==> src/rtl/scl_hang_pkg.sv <==
package scl_hang_pkg;
  localparam int REG_W    = 4;
  localparam int BIT_EN   = 0;
  localparam int BIT_TOF  = 1;
  localparam int BIT_SEL  = 2;
  localparam int BIT_STOP = 3;

  // strobes from control to the counting datapath
  typedef struct packed {
    logic run;        // advance this cycle
    logic clear;      // hold at zero
    logic shortMode;  // compare against the short limit
  } cnt_ctl_t;
endpackage

==> src/rtl/scl_hang_count.sv <==
module scl_hang_count #(
  parameter int LONG_BITS  = 16,
  parameter int SHORT_BITS = 14
) (
  input  logic                     clk,
  input  logic                     rst_n,
  input  scl_hang_pkg::cnt_ctl_t   cntCtl,
  output logic                     overflow
);
  localparam logic [LONG_BITS-1:0] LONG_MAX  = '1;
  localparam logic [LONG_BITS-1:0] SHORT_MAX = LONG_MAX >> (LONG_BITS - SHORT_BITS);

  logic [LONG_BITS-1:0] count;
  logic [LONG_BITS-1:0] limit;

  // a count already past the short limit overflows on its next tick
  always_comb begin
    limit    = cntCtl.shortMode ? SHORT_MAX : LONG_MAX;
    overflow = cntCtl.run && (count >= limit);
  end

  always_ff @(posedge clk) begin
    if (!rst_n)                         count <= '0;
    else if (cntCtl.clear || overflow)  count <= '0;
    else if (cntCtl.run)                count <= count + 1'b1;
  end
endmodule

==> src/rtl/scl_hang_ctrl.sv <==
module scl_hang_ctrl
  import scl_hang_pkg::*;
(
  input  logic             clk,
  input  logic             rst_n,
  input  logic             tick,
  input  logic             busBusy,
  input  logic             sclHigh,
  input  logic             stopSeen,
  input  logic             wrEn,
  input  logic [REG_W-1:0] wrData,
  input  logic             overflow,
  output cnt_ctl_t         cntCtl,
  output logic [REG_W-1:0] ctrlStatus,
  output logic             irq
);
  logic enable, shortSel, toFlag, stopFlag;
  logic armed;

  always_comb begin
    armed            = enable && busBusy && sclHigh;
    cntCtl.run       = armed && tick;
    cntCtl.clear     = !armed;
    cntCtl.shortMode = shortSel;
  end

  always_ff @(posedge clk) begin
    if (!rst_n) begin
      enable   <= 1'b0;
      shortSel <= 1'b0;
      toFlag   <= 1'b0;
      stopFlag <= 1'b0;
    end else begin
      if (wrEn) begin
        enable   <= wrData[BIT_EN];
        shortSel <= wrData[BIT_SEL];
      end
      // hardware set takes priority over a software clear
      if (overflow)                        toFlag <= 1'b1;
      else if (wrEn && !wrData[BIT_TOF])   toFlag <= 1'b0;
      if (stopSeen)                        stopFlag <= 1'b1;
      else if (wrEn && !wrData[BIT_STOP])  stopFlag <= 1'b0;
    end
  end

  always_comb begin
    ctrlStatus           = '0;
    ctrlStatus[BIT_EN]   = enable;
    ctrlStatus[BIT_TOF]  = toFlag;
    ctrlStatus[BIT_SEL]  = shortSel;
    ctrlStatus[BIT_STOP] = stopFlag;
    irq                  = stopFlag || (toFlag && enable);
  end
endmodule

==> src/rtl/scl_hang_watch.sv <==
module scl_hang_watch #(
  parameter int LONG_BITS  = 16,
  parameter int SHORT_BITS = 14
) (
  input  logic       clk,
  input  logic       rst_n,
  input  logic       tick,
  input  logic       busBusy,
  input  logic       sclHigh,
  input  logic       stopSeen,
  input  logic       wrEn,
  input  logic [3:0] wrData,
  output logic [3:0] ctrlStatus,
  output logic       irq
);
  scl_hang_pkg::cnt_ctl_t cntCtl;
  logic overflow;

  scl_hang_ctrl u_ctrl (
    .clk(clk), .rst_n(rst_n), .tick(tick), .busBusy(busBusy),
    .sclHigh(sclHigh), .stopSeen(stopSeen), .wrEn(wrEn), .wrData(wrData),
    .overflow(overflow), .cntCtl(cntCtl), .ctrlStatus(ctrlStatus), .irq(irq)
  );

  scl_hang_count #(.LONG_BITS(LONG_BITS), .SHORT_BITS(SHORT_BITS)) u_count (
    .clk(clk), .rst_n(rst_n), .cntCtl(cntCtl), .overflow(overflow)
  );
endmodule

==> config.mk <==
export PLATFORM = sky130hd
export DESIGN_NAME = scl_hang_watch
export DESIGN_NICKNAME = d
export VERILOG_FILES = /design/src/rtl/scl_hang_pkg.sv /design/src/rtl/scl_hang_count.sv /design/src/rtl/scl_hang_ctrl.sv /design/src/rtl/scl_hang_watch.sv
export SDC_FILE = /design/constraint.sdc
export NUM_CORES = 1
export LEC_CHECK = 0
export BUFFER_PORTS_ARGS = -buffer_cell sky130_fd_sc_hd__buf_2
export CAP_MARGIN = 20
export CORE_UTILIZATION = 30
export CTS_BUF_LIST = sky130_fd_sc_hd__clkbuf_8
export DETAILED_ROUTE_END_ITERATION = 10
export PLACE_DENSITY = 0.45
export SETUP_SLACK_MARGIN = 0.05
export SLEW_MARGIN = 25
export SYNTH_ARGS = -nofsm -noshare
export SYNTH_HDL_FRONTEND = slang
export SYNTH_SLANG_ARGS = --single-unit
==> constraint.sdc <==
create_clock -name clk -period 2.8 [get_ports clk]
set_clock_uncertainty 0.1 [all_clocks]
set_input_delay 0.28 -clock clk [delete_from_list [all_inputs] [get_ports clk]]
set_output_delay 0.28 -clock clk [all_outputs]
set_load 0.02 [all_outputs]
# Yosys cells after proc, flatten, opt, wreduce, memory -nomap -nowiden
# Index checks and enable logic that the tools add are counted.
op_classes:
  muxes: 5
  n_reduce_logical: 15
  n_lt_le_gt_ge: 1
  addsub: 1
  bitwise_logic: 1
op_table:
  columns: ["operator", "n"]
  rows:
  - ["16-bit by 1-bit adder with 16-bit output, second input constant", 1]
  - ["16-bit greater-or-equal comparator", 1]
  - ["16-bit two-way mux", 1]
  - ["1-bit logical AND", 7]
  - ["1-bit two-way mux", 4]
  - ["2-bit nonzero test", 2]
  - ["1-bit zero test", 3]
  - ["1-bit logical OR", 2]
  - ["2-bit OR reduction", 1]
  - ["1-bit inverter", 1]
totals:
  out_inout_bits: 5
  elab_cells: 28
  input_bits: 11
  register_bits: 20

# Logic depth before layout (Yosys ltp)
depth:
  word_depth: 6
  mapped_depth: 6
  depth_no_buf: 5

# Modules after synthesis
# Synthesis repeated with hierarchy kept, for this count alone.
hier_totals:
  cells_unflattened: 111
  hier_area_um2: 1028.5
by_module_without_submodules:
  columns: ["mod", "cells_per_inst", "area_each_um2", "seq_area_each_um2", "n_inst"]
  rows:
  - ["scl_hang_count", 88, 815.8, 320.3, 1]
  - ["scl_hang_ctrl", 23, 212.7, 80.1, 1]

# Worst setup path after synthesis
# Ideal clock, no wire load.
synth_timing:
  path_type: "register to register"
  startpoint: "register u_ctrl.shortSel"
  endpoint: "register u_count.count[0]"
  synth_period_minus_slack_ns: 1.605
  required_ns: 2.583
  t_arrival_ns: 1.388
  setup_time_ns: 0.117
  n_path_buf: 1
  path_stages_with_launch: 7
  setup_slack_ns: 1.195
  path_cell_list: "dfxtp_1 -> ha_1 -> nand2_1 -> or3_1 -> o21bai_2 -> buf_2 -> nor2_1"
synth_via:
  elab_chain_len: 5
synth_lines:
  columns: ["element", "line", "source"]
  rows:
  - ["from (decl)", "scl_hang_ctrl.sv:17", "logic enable, shortSel, toFlag, stopFlag;"]
  - ["from (signal assigned)", "scl_hang_ctrl.sv:36", "shortSel <= wrData[BIT_SEL];"]
  - ["16-bit two-way mux", "scl_hang_count.sv:18", "limit = cntCtl.shortMode ? SHORT_MAX : LONG_MAX;"]
  - ["16-bit greater-or-equal comparator", "scl_hang_count.sv:19", "overflow = cntCtl.run && (count >= limit);"]
  - ["1-bit logical AND", "scl_hang_count.sv:19", null]
  - ["1-bit logical OR", "scl_hang_count.sv:24", "else if (cntCtl.clear || overflow) count <= '0;"]
  - ["2-bit OR reduction (no source line)", null, null]
  - ["to (signal assigned)", "scl_hang_count.sv:25", "else if (cntCtl.run) count <= count + 1'b1;"]
  - ["to (decl)", "scl_hang_count.sv:13", "logic [LONG_BITS-1:0] count;"]
# Every way passes these cells.
# A chain may end at the register's enable or synchronous reset.

# Final worst setup path
layout_timing:
  startpoint: "register u_ctrl.enable"
  endpoint: "register u_count.count[9]"
layout_via:
  elab_chain_len: 6
  elab_cells_between_ends: 7
  cone_classes: "7 x reduce/logical"
layout_lines:
  columns: ["element", "line", "source"]
  rows:
  - ["from (decl)", "scl_hang_ctrl.sv:17", null]
  - ["from (signal assigned)", "scl_hang_ctrl.sv:35", "enable <= wrData[BIT_EN];"]
  - ["1-bit logical AND * (2 in a row)", "scl_hang_ctrl.sv:21", "armed = enable && busBusy && sclHigh;"]
  - ["1-bit logical AND", "scl_hang_ctrl.sv:22", "cntCtl.run = armed && tick;"]
  - ["1-bit logical AND", "scl_hang_count.sv:19", null]
  - ["1-bit logical OR", "scl_hang_count.sv:24", null]
  - ["2-bit OR reduction (no source line)", null, null]
# Every way passes the cells marked *; elsewhere a longest branch is shown, timed or not.

==> results_dict.tcl <==
set metrics [dict create \
    drtIter0Drc 24 \
    die-height_um 60.4 \
    power_density_nw_per_um2 518 \
    cts.htree.levels 1 \
    synth.cell_area_um2 1020 \
    cp_data_arrival_time_ns 1.89 \
    internal-power_mw 0.490 \
    synth_top_family_by_area "simple AND/OR/NAND/NOR gates" \
    std_cell_rows 20 \
    gp_routability_congestion 0.719 \
    vdd_ir_drop_max_uv 257 \
    yosys.area.top_type_share_pct 39.1 \
    grt_pass1_wl_um 3400 \
    report.final.hold_viol_count 0 \
    critical-path-top-delay-family "simple AND/OR/NAND/NOR gates" \
    min_from "stopSeen" \
    worst-endpoint-required_ns 2.83 \
    dp_slack_ns 0.941 \
    synth_cell_types 31 \
    power.static_leakage_nw 0.443 \
    net_count_after_synthesis 129 \
    synthDominantAreaCellType "sky130_fd_sc_hd__dfxtp_1" \
    r2r-start "u_ctrl.enable" \
    avgViaCountPerCell 4.80 \
    final_layout_size_suffix_gt1_share_pct 18.3 \
    worst_skew_pair.late_latency_ns 0.26 \
    clock_tree.buffer_depth 2 \
    num_vias 816 \
    cts_setup_buffers 0 \
    max_slew_margin_pct 62.8 \
    run_status "finished, final reports clean" \
    finalInstanceArea_um2 1170 \
    timing.critical_path.to_type "flop" \
    layout_setup_ws_ns 0.942 \
    power.clock.fraction_pct 47.9 \
    finalSetupTns_ns 0 \
    post_dr_wirelength_cell_um 11.9 \
    cp_cell_sequence "and4_1 -> nand3_1 -> o21bai_2 -> nor2_1" \
    post_synth_xor_area_fraction_pct 9.40 \
    multiInputGateArea_um2 551 \
    tightestPinTransition_ns 0.557 \
    drv_slew 0 \
    compound_cell_area_share_of_the_yosys_netlist_pct 10.4 \
    route.detailed.drc 0 \
    critPathBufInv 0 \
    min-delay-path-class "primary input to flop" \
    cap_violations 0 \
    fraction_of_the_mapped_netlist_area_in_simple_logic_gates_pct 28.3 \
    port_buffers 15 \
    hpwlAfterDp_um 1580 \
    startpoint_type "flop" \
    cts_sinks 20 \
    longest_individual_stage_delay_on_the_worst_path_ns 0.51 \
    core_um2 3150 \
    antenna_found_initial 0 \
    timing.final.crit_share_pct 66.4 \
    firstDrtPassIters 4 \
    share_seq_of_total_power_pct 47.7 \
    cts_buffers 3 \
    setup_violations 0 \
    power.switching_fraction_pct 19.3 \
    fmax_mhz 538 \
    clk_root_buffer_cell "sky130_fd_sc_hd__clkbuf_8" \
    seq_area_frac_synth_pct 39.1 \
    critical_path.slowest_cell "sky130_fd_sc_hd__o21bai_2" \
    rsz0062_at_grt "false" \
    ctsResizeCount 0 \
    synth_fa_ha_area_share_pct 3.66 \
    critPathKind "flop to flop" \
    io_pins 16 \
    detailed_place.area_um2 1100 \
    clock_input_transition_at_the_sequential_cells_of_the_worst_setup_and_hold_paths_ns 0.08 \
    synth_cells 115 \
    drt-total-wl_um 2020 \
    grtUsageTotal_pct 12.8 \
    n_fill_cell 361 \
    die_area_um2 3650 \
    postSynthRegisterBits 20 \
    holdWs_ns 0.155 \
    areaGrowthSynthToFinish_pct 14.3 \
    synth.top_cells.by_area "sky130_fd_sc_hd__dfxtp_1 39%, sky130_fd_sc_hd__xor2_1 8.5%, sky130_fd_sc_hd__nand4_1 6.1%" \
    worst_setup_path_startpoint "u_ctrl.enable" \
    post_synth_mux_area_share_pct 1.95 \
    n_antenna_cell 0 \
    yosysWarningCount 0 \
    final_antenna_net_count 0 \
    p_comb_share_pct 4.4 \
    grt_pass1_vias 794 \
    cts_tree "done" \
    regArea_um2 400 \
    netSwitchingPower_mw 0.117 \
    path_max_fanout 13 \
    largest_net_degree_at_the_start_of_global_routing 14 \
    synthesis.area_per_instance_um2 8.91 \
    finalWorstPathRequiredPeriod_ns 1.86 \
    die_w_um 60.4 \
    nNetsFinal 141 \
    ctsHoldBuffers 0 \
    floorplan.initialDensity_pct 32.5 \
    global_route.overflow_total 0 \
]
flip-flops by register name (all words and copies together) (netlist names):
signal           flops
u_ctrl.enable        1
u_ctrl.stopFlag      1
u_count.count       16
u_ctrl.toFlag        1
u_ctrl.shortSel      1
tightest hold or removal path, delay by kind of cell:
kind / cells / cell delay (ns)
AO/OA/AOI/OAI: 1 / 0.06
buffers and inverters: 2 / 0.12
cell usage in the layout, fill, tap and decap left out, drive strengths merged:
| cell type | count |
|---|---|
| a21boi | 1 |
| nand4 | 11 |
| nand2 | 5 |
| dfxtp | 20 |
| clkbuf | 3 |
| o21a | 1 |
| nor2b | 2 |
| o31ai | 1 |
| inv | 3 |
| buf | 16 |
| o21bai | 1 |
| a21o | 1 |
| and3 | 2 |
| and4 | 4 |
| or4 | 1 |
| ha | 3 |
| nor2 | 11 |
| nor3 | 1 |
| or4b | 1 |
| mux2i | 2 |
| o21ai | 7 |
| xnor2 | 1 |
| a21oi | 6 |
| xor2 | 10 |
| bufinv | 1 |
| and2 | 3 |
| nand3 | 4 |
| or3 | 3 |
| or2 | 1 |
per-stage QoR:
step | cells | utilization [%] | power, mW
detailed placement | 166 | 34.9 | 0.323
finish | 170 | 37.1 | 0.607
global route | 170 | 37.1 | 0.631
global placement | 166 | 34.9 | 0.323
CTS | 170 | 37.1 | 0.618
floorplan | 115 | - | 0.313
power groups by stage:
stage	clock network, mW	logic [mW]	registers [mW]
6_report	0.291	0.0268	0.290
5_1_grt	0.312	0.0298	0.290
4_1_cts	0.301	0.0270	0.290
3_5_place_dp	0	0.0272	0.296
3_3_place_gp	0	0.0267	0.296
2_1_floorplan	0	0.0175	0.296
cells in the mapped netlist, drive strengths merged:
cell and instances:
ha 3, nand4 11, and4 4, o21bai 1
o21a 1, xnor2 1, nand2 5, inv 3
o31ai 1, and2 3, clkbuf 1, or2 1
nor3 1, and3 2, nor2 11, a21o 1
or4b 1, dfxtp 20, or3 3, xor2 10
a21oi 6, nor2b 2, o21ai 7, a21boi 1
nand3 4, or4 1, buf 8, mux2i 2
logic make-up after synthesis:
group,after synthesis
DFF,20
adders and majority gates,3
AOI/OAI and AO/OA,18
xor gates and xnor gates,11
buffers and inverters,12
muxes,2
and+or+nand+nor,49
final cells by class:
class | instances | share of cell area (%)
repair buffers | 16 | 7.05
clock buffers | 3 | 3.53
flip-flops and latches | 20 | 34.2
well taps | 44 | 4.70
multi-input cells | 83 | 47.0
inverters | 3 | 0.962
clock inverters | 1 | 2.56
path summary, 6_finish.rpt:
| kind | to | slack, ns | cells past startpoint |
|---|---|---|---|
| max | u_count.count[9] | 0.94 | 4 |
| min | u_ctrl.stopFlag | 0.16 | 3 |
| max reg2reg | u_count.count[9] | 0.94 | 4 |
| min reg2reg | u_count.count[1] | 0.39 | 2 |
layer usage:
layer	GRT usage (%)	up-vias	share of wire, %	routed length, um
met5	0	-	0	0
met4	4.87	0	1.2	25
met3	3.84	2	3.8	76
met2	21.5	12	48	972
met1	15.3	374	47	949
li1	-	428	-	-
Power figures use the tool's default switching activity.
